$ cat config.mk
export PLATFORM = sky130hd
export DESIGN_NAME = casc_onehot_dec
export DESIGN_NICKNAME = d
export VERILOG_FILES = /design/src/rtl/casc_dec_pkg.sv /design/src/rtl/oct_slice.sv /design/src/rtl/slice_steer.sv /design/src/rtl/casc_onehot_dec.sv
export SDC_FILE = /design/constraint.sdc
export NUM_CORES = 1
export LEC_CHECK = 0
export ABC_AREA = 1
export ABC_CLOCK_PERIOD_IN_PS = 800
export CORE_AREA = 5 5 42 44
export DETAILED_ROUTE_END_ITERATION = 8
export DIE_AREA = 0 0 47 49
export PLACE_DENSITY_LB_ADDON = 0.1
export RECOVER_POWER = 100
export SETUP_SLACK_MARGIN = 0.1
export SLEW_MARGIN = 20
export SYNTH_ARGS = -nofsm -noshare
export SYNTH_HDL_FRONTEND = slang
export SYNTH_SLANG_ARGS = --single-unit
$ cat constraint.sdc
create_clock -name vclk -period 0.8
set_clock_uncertainty 0.1 [all_clocks]
set_input_delay 0.12 -clock vclk [all_inputs]
set_output_delay 0.12 -clock vclk [all_outputs]
set_load 0.02 [all_outputs]
$ cat src/rtl/casc_dec_pkg.sv
package casc_dec_pkg;
  localparam int unsigned SLICE_W   = 3;
  localparam int unsigned SLICE_OUT = 1 << SLICE_W;

  typedef struct packed {
    logic act_hi;   // active-high enable terminal
    logic act_lo_a; // first active-low enable terminal
    logic act_lo_b; // second active-low enable terminal
  } slice_en_t;

  function automatic logic slice_open(input slice_en_t e);
    return e.act_hi & ~e.act_lo_a & ~e.act_lo_b;
  endfunction
endpackage

$ cat src/rtl/oct_slice.sv
module oct_slice
  import casc_dec_pkg::*;
#(
  parameter int unsigned SEL_W = SLICE_W,
  localparam int unsigned N_OUT = 1 << SEL_W
) (
  input  logic [SEL_W-1:0] sel,
  input  slice_en_t        en,
  output logic [N_OUT-1:0] out_n
);
  logic open_q;
  assign open_q = slice_open(en);

  for (genvar i = 0; i < N_OUT; i++) begin : g_line
    assign out_n[i] = ~(open_q & (sel == SEL_W'(i)));
  end
endmodule

$ cat src/rtl/slice_steer.sv
module slice_steer
  import casc_dec_pkg::*;
#(
  parameter int unsigned UP_W = 1,
  localparam int unsigned N_SL = 1 << UP_W
) (
  input  logic [UP_W-1:0] up,
  input  logic            en_n,
  output slice_en_t       en_vec [N_SL]
);
  // Bit 0 of the upper field is steered into opposite-polarity terminals.
  // The remaining upper bits act as chip-select, merged with the global enable.
  for (genvar k = 0; k < N_SL; k++) begin : g_sl
    logic gate_n;
    if (UP_W == 1) begin : g_flat
      assign gate_n = en_n;
    end else begin : g_cs
      assign gate_n = en_n | (up[UP_W-1:1] != (UP_W-1)'(k >> 1));
    end

    if ((k % 2) == 0) begin : g_even
      assign en_vec[k].act_hi   = 1'b1;
      assign en_vec[k].act_lo_a = up[0];
      assign en_vec[k].act_lo_b = gate_n;
    end else begin : g_odd
      assign en_vec[k].act_hi   = up[0];
      assign en_vec[k].act_lo_a = gate_n;
      assign en_vec[k].act_lo_b = gate_n;
    end
  end
endmodule

$ cat src/rtl/casc_onehot_dec.sv
module casc_onehot_dec
  import casc_dec_pkg::*;
#(
  parameter int unsigned ADDR_W = 4,
  localparam int unsigned UP_W  = ADDR_W - SLICE_W,
  localparam int unsigned N_SL  = 1 << UP_W,
  localparam int unsigned OUT_W = 1 << ADDR_W
) (
  input  logic [ADDR_W-1:0] addr,
  input  logic              en_n,
  output logic [OUT_W-1:0]  out_n
);
  slice_en_t en_vec [N_SL];

  slice_steer #(.UP_W(UP_W)) u_steer (
    .up     (addr[ADDR_W-1:SLICE_W]),
    .en_n   (en_n),
    .en_vec (en_vec)
  );

  for (genvar k = 0; k < N_SL; k++) begin : g_slice
    oct_slice #(.SEL_W(SLICE_W)) u_slice (
      .sel   (addr[SLICE_W-1:0]),
      .en    (en_vec[k]),
      .out_n (out_n[k*SLICE_OUT +: SLICE_OUT])
    );
  end
endmodule

# After elaboration in Yosys (flattened, before gate mapping)
# Index checks and enable logic that the tools add are counted.
# word_totals
reg_bits	0
wordCells	45
output_inout_bits	16
# classes
bitwise	37
reduce_logical	1
eq_ne	7
# op_table
op	count
$and A1 B1 Y1	19
$not A1 Y1	18
$eq A3 B3 Y1 const B	4
$eq A3 B2 Y1 const B	2
$eq A3 B1 Y1 const B	1
$logic_not A3 Y1	1

# Logic depth before layout (Yosys ltp)
# Gate-level depths: netlist of the first run.
# depth
ltp_word	5
depth_mapped	4

# Hierarchy
# From an unflattened synthesis of the first run, not the netlist that was laid out.
# unflattened
cells_unflattened	59
area_unflattened_um2	259.0
# modules_own_cells
mod	area_per_inst_um2	seq_area_each_um2	cells_each	instances
oct_slice	105.1	0.0	26	2
slice_steer	48.8	0.0	7	1

# Least setup slack after synthesis of the first run
# Ideal clock, no wire load.
# synth_path
kind	input to output
from	input port addr[2]
to	output port out_n[15]
n_path_buf	1
t_required_ps	580
arrival_ps	571
cell_stages	4
slack_ps	9
cell_sequence	buf_4 inv_2 nor2_1 nand2_1
# synth_between
elab_chain_len	3
# synth_lines
item	line_no	rtl
start, declared	casc_onehot_dec.sv:9	input logic [ADDR_W-1:0] addr,
$eq A3 B3 Y1	oct_slice.sv:15	assign out_n[i] = ~(open_q & (sel == SEL_W'(i)));
$and A1 B1 Y1	oct_slice.sv:15	
$not A1 Y1	oct_slice.sv:15	
end, declared	casc_onehot_dec.sv:11	output logic [OUT_W-1:0] out_n
# Every way passes these cells.

# Final worst setup path of the first run
# layout_path
from	input port en_n
to	output port out_n[10]
# layout_between
elab_chain_len	5
# layout_lines
item	line_no	rtl
start, declared	casc_onehot_dec.sv:10	input logic en_n,
$not A1 Y1 *	casc_dec_pkg.sv:12	return e.act_hi & ~e.act_lo_a & ~e.act_lo_b;
$and A1 B1 Y1	casc_dec_pkg.sv:12	
$and A1 B1 Y1 *	casc_dec_pkg.sv:12	
$and A1 B1 Y1 *	oct_slice.sv:15	
$not A1 Y1 *	oct_slice.sv:15	
# Every way passes the cells marked *; elsewhere a longest branch is shown, timed or not.

==> key figures, run 1 <==
Floorplan
  – Cell Rows: 14
  – Core Box Area: 1400 um^2
  – Die Y: 49 um
  – Die ar.: 2300 um^2
  – Initial Utilization: 10.2%
  – Die Wd: 47 um
  – I/O Pins: 21

Power
  – Internal: 0.0958 mW
  – Net switching power: 0.117 mW
  – Clock power share: 0%
  – Switching share of total power: 55.0%
  – Power Total: 0.213 mW
  – Pwr dens: 389 nW/um^2
  – Leak pwr: 0.216 nW
  – IR Drop Worst-Case VDD: 0.000126 V
  – Sequential power share: 0%
  – Logic pwr share: 100.0%

Finish
  – Multi-input combinational cell area: 223 um^2
  – Diode count: 0
  – FF+latch area: 0 um^2
  – Seq Cell Count: 0
  – Finished Layout Cells: 71
  – Area Overhead vs Synth: 284%
  – Most frequent cells in the layout: buf_6, nand3_2, nor2_4, buf_4, nand2_2
  – Design Area, Final: 548 um^2
  – Filler cells: 161
  – Most common cell after layout, fill and taps aside: buf_6
  – Nets@finish: 62
  – Fraction of layout cells with a size suffix above 1: 92.7%
  – Clock buf count: 0

STA
  – Final hold vios: 0
  – Max transition margin: 80.9%
  – Worst slew pin tran: 0.286 ns
  – Minimum clock period: 0.964 ns
  – Setup TNS: -2.29 ns
  – RSZ-0062 raised after global routing: yes
  – Peak Freq: 1040 MHz
  – Max-slew violations: 0
  – Final setup viols: 16
  – Final setup margin: -0.164 ns
  – Final period util: 120%

Logic synthesis
  – Netlist cell types: 7
  – Post-Syn Instances: 29
  – Post-synthesis area per instance: 4.92 um^2
  – Post-Synthesis Net Count: 34
  – Largest area contributor in the netlist: nand3_1
  – Ranking of synthesized cells by area: nand3_1, nor2_4, nand2_1
  – Yosys warning count: 0
  – Post-synthesis sequential area ratio: 0%
  – Mapped cell area: 143 um^2
  – Area share of the largest cell type after synthesis: 42.1%

Min path
  – Min-delay worst type: in -> out
  – HP Start: en_n

Global routing
  – Initial antenna violation count: 0
  – Largest net degree at the start of global routing: 9
  – First-pass GRT wire length: 1390 um
  – GRT Util Overall: 7.58%
  – Grt ovf: 0
  – Vias in the first global route: 307

Status
  – Failing checks: setup timing
  – Status: complete, but fails checks

Worst setup path
  – CP Capture Type: output port
  – Crit path launch type: input pin
  – Worst Path Required: 0.58 ns
  – WP data arrival: 0.74 ns
  – Crit path kind: in -> out
  – Worst-path maximum fanout: 8
  – Crit path from: en_n

Drt
  – Wire per inst: 11.5 um
  – First DRT Iteration DRCs: 0
  – Pre-antenna DRT Iters: 1
  – Via-per-instance ratio: 4.03
  – Routed wire length: 820 um
  – Drt drc: 0
  – Final ANT Viol Nets: 0
  – Vias: 286

Place
  – DP Area: 408 um^2
  – Placed cells: 67
  – DPL Wire Length: 588 um
  – Port Buffer Count: 21
  – Placer congestion estimate: 0.665

Flow run
  – Max-cap viol count: 0
cell families (layout without fill, tap and decap cells):
family / after synthesis / in the layout / synth area share, %
AND/OR/NAND/NOR: 24 / 24 / 84.2
buffers and inverters: 5 / 31 / 15.8
power groups by stage:
stage | clock network, mW | registers (mW) | logic [mW]
after floorplan | 0 | 0 | 0.0786
after global placement | 0 | 0 | 0.149
after detailed placement | 0 | 0 | 0.150
after CTS | 0 | 0 | 0.208
after global routing | 0 | 0 | 0.227
final | 0 | 0 | 0.213
final timing paths:
check	endpoint	slack (ns)	depth (start not counted)
hold / removal	out_n[8]	0.46	4
setup / recovery	out_n[10]	-0.16	4
final cells by class:
cell class,instances,area share [%]
Timing Repair Buffer,27,51.6
Tap cell,16,3.65
Inverter,4,4.11
Multi-Input combinational cell,24,40.6
Yosys cell counts:
cell	instances
inv_2	2
inv_1	2
nor2_1	5
buf_4	1
nand2_1	5
nor2_4	2
nand3_1	12
through the flow:
step | util (%) | hold slack (ns) | setup slack [ns]
floorplan | - | 0.256 | 0.0589
global placement | 29.1 | 1.38 | -0.998
detailed placement | 29.1 | 1.38 | -1.01
CTS | 38.5 | 0.468 | -0.179
global route | 39.1 | 0.478 | -0.192
finish | 39.1 | 0.465 | -0.164
worst max-delay path, cell delays in order:
cell and delay, ns:
buf_8 0.10, nor2_4 0.26, nand3_2 0.12, buf_6 0.14
layer usage:
layer	GRT usage, %	routed length, um	vias up
met2	13.3	431	14
met5	0	0	-
li1	-	-	148
met3	2.21	88	0
met1	9.35	300	124
met4	0	0	0
repair_timing:
item,in CTS,in global routing
hold buffers,0,0
setup buffers,4,0
resized for setup,144,4
pin swaps,11,7
setup endpoints to repair,16,16
Note: power is estimated with default switching activity, not from simulation.
==> run 2: changes to the inputs <==
- ABC_CLOCK_PERIOD_IN_PS: 800 -> 900
- clock period: 0.8 -> 0.9 ns (I/O delays scaled with it)
==> run 2 against run 1 <==
The run still ends with setup timing left. Setup slack improved by 0.076 ns. Critical path depth did not move. Routed wire length fell by 8.0%. Via count rose by 1.0%. Sequential cell count did not move. Total power fell by 12%. Cell count fell by 4.2%. Sequential share of layout area did not move. Die area did not move. Critical path type unchanged. Largest cell class unchanged.
==> key figures, run 2 (same netlist as run 1, synthesis figures left out) <==
Drt
  – Drt drc: 0 (unchanged)
  – Pre-antenna DRT Iters: 2 (+1)
  – Vias: 289 (+1.0%)
  – Via-per-instance ratio: 4.25 (+5.5%)
  – First DRT Iteration DRCs: 2 (+2)
  – Routed wire length: 754 um (-8.0%)
  – Final ANT Viol Nets: 0 (unchanged)
  – Wire per inst: 11.1 um (-4.0%)

Finish
  – Fraction of layout cells with a size suffix above 1: 98.1% (+5.3 points)
  – Clock buf count: 0 (unchanged)
  – Design Area, Final: 551 um^2 (+0.46%)
  – FF+latch area: 0 um^2 (unchanged)
  – Most frequent cells in the layout: buf_6, nand3_2, nor2_4, buf_8, nand2_2
  – Seq Cell Count: 0 (unchanged)
  – Diode count: 0 (unchanged)
  – Area Overhead vs Synth: 286%
  – Nets@finish: 59 (-4.8%)
  – Most common cell after layout, fill and taps aside: buf_6

Min path
  – Min-delay worst type: in -> out

Place
  – Placer congestion estimate: 0.581 (-13%)
  – Post-Place Worst Slack: -0.918 ns (+0.0899 ns)
  – Port Buffer Count: 21 (unchanged)
  – DP Area: 380 um^2 (-6.7%)
  – DPL Wire Length: 567 um (-3.5%)

Global routing
  – First-pass GRT wire length: 1380 um (-0.43%)
  – Vias in the first global route: 315 (+2.6%)
  – Largest net degree at the start of global routing: 9 (unchanged)
  – Grt ovf: 0 (unchanged)
  – Initial antenna violation count: 0 (unchanged)
  – GRT Util Overall: 7.23% (-0.35 points)

STA
  – RSZ-0062 raised after global routing: yes
  – Final period util: 110%
  – Max-slew violations: 0 (unchanged)
  – Minimum clock period: 0.988 ns
  – Max transition margin: 81.2% (+0.34 points)
  – Final hold vios: 0 (unchanged)
  – Peak Freq: 1010 MHz
  – Final setup margin: -0.0883 ns (+0.0756 ns)
  – Worst slew pin tran: 0.281 ns (-0.00502 ns)
  – Final setup viols: 14 (-2)

Floorplan
  – Core Box Area: 1400 um^2 (unchanged)
  – I/O Pins: 21 (unchanged)
  – Initial Utilization: 10.2% (unchanged)
  – Die Y: 49 um (unchanged)
  – Die Wd: 47 um (unchanged)
  – Cell Rows: 14 (unchanged)
  – Die ar.: 2300 um^2 (unchanged)

Worst setup path
  – Critical path buffers and inverters: 2 (unchanged)
  – WP data arrival: 0.75 ns (about the same)
  – CP delay by family, top: simple AND/OR/NAND/NOR gates
  – Worst Path Required: 0.66 ns (+0.08 ns)
  – Crit-path cells: buf_8, nor2_4, nand3_2, buf_6
  – Critical-path top delay cell: nor2_4
  – Max incr delay on CP: 0.25 ns (about the same)
  – CP Capture Type: output port
  – Crit path kind: in -> out
  – Worst-path maximum fanout: 8 (unchanged)
  – Crit path launch type: input pin

Power
  – Power Total: 0.188 mW (-12%)
  – Pwr dens: 342 nW/um^2 (-12%)
  – IR Drop Worst-Case VDD: 0.000106 V (-16%)
  – Leak pwr: 0.207 nW (-4.0%)

Status
  – Status: complete, but fails checks
  – Failing checks: setup timing

Flow run
  – Max-cap viol count: 0 (unchanged)
==> run 2: cell count changes in the layout (fill, tap and decap cells not counted), sizes merged <==
cell,change
buf,-3
==> run 2: area by class of cell <==
type	count	area, um^2
Tap cell	16	20.0
Inverter	4	20.0
Multi-Input combinational cell	24	233
Fill cell	157	851
Timing Repair Buffer	24	278
==> run 2: report_power, final <==
part,internal [mW],total [mW],switching [mW]
logic,0.0843,0.188,0.104
registers,0,0,0
clock network,0,0,0
==> run 2: final timing paths <==
| path | startpoint | endpoint | cells past startpoint | slack [ns] |
|---|---|---|---|---|
| setup / recovery | en_n | out_n[12] | 4 | -0.09 |
| hold / removal | addr[0] | out_n[14] | 4 | 0.48 |
==> run 2: layer usage <==
metal	wire length, um	GRT usage (%)	vias to the layer above
met5	0	0	-
met4	0	0	0
met3	37	0.738	0
met2	427	13.3	7
met1	289	9.13	136
li1	-	-	146
==> run 2: through the flow <==
| step | util, % | hold slack (ns) | setup TNS, ns | std cells |
|---|---|---|---|---|
| after detailed placement | 27.1 | 1.40 | -14.22 | 66 |
| after CTS | 38.3 | 0.479 | -0.866 | 68 |
| after floorplan | - | 0.308 | 0 | 29 |
| after global placement | 27.1 | 1.41 | -14.33 | 66 |
| final | 39.3 | 0.480 | -0.764 | 68 |
| after global routing | 39.3 | 0.498 | -1.21 | 68 |
==> run 2: timing repair <==
action | in CTS | in global routing
pin swaps | 12 | 8
buffers inserted | 2 | 0
hold buffers | 0 | 0
endpoints found under the setup margin | 16 | 16
resized for setup | 157 | 3
==> run 2: tightest hold or removal path, cell delays in order <==
cell     delay, ns
buf_8         0.10
nor2_4        0.05
nand3_2       0.05
buf_6         0.11
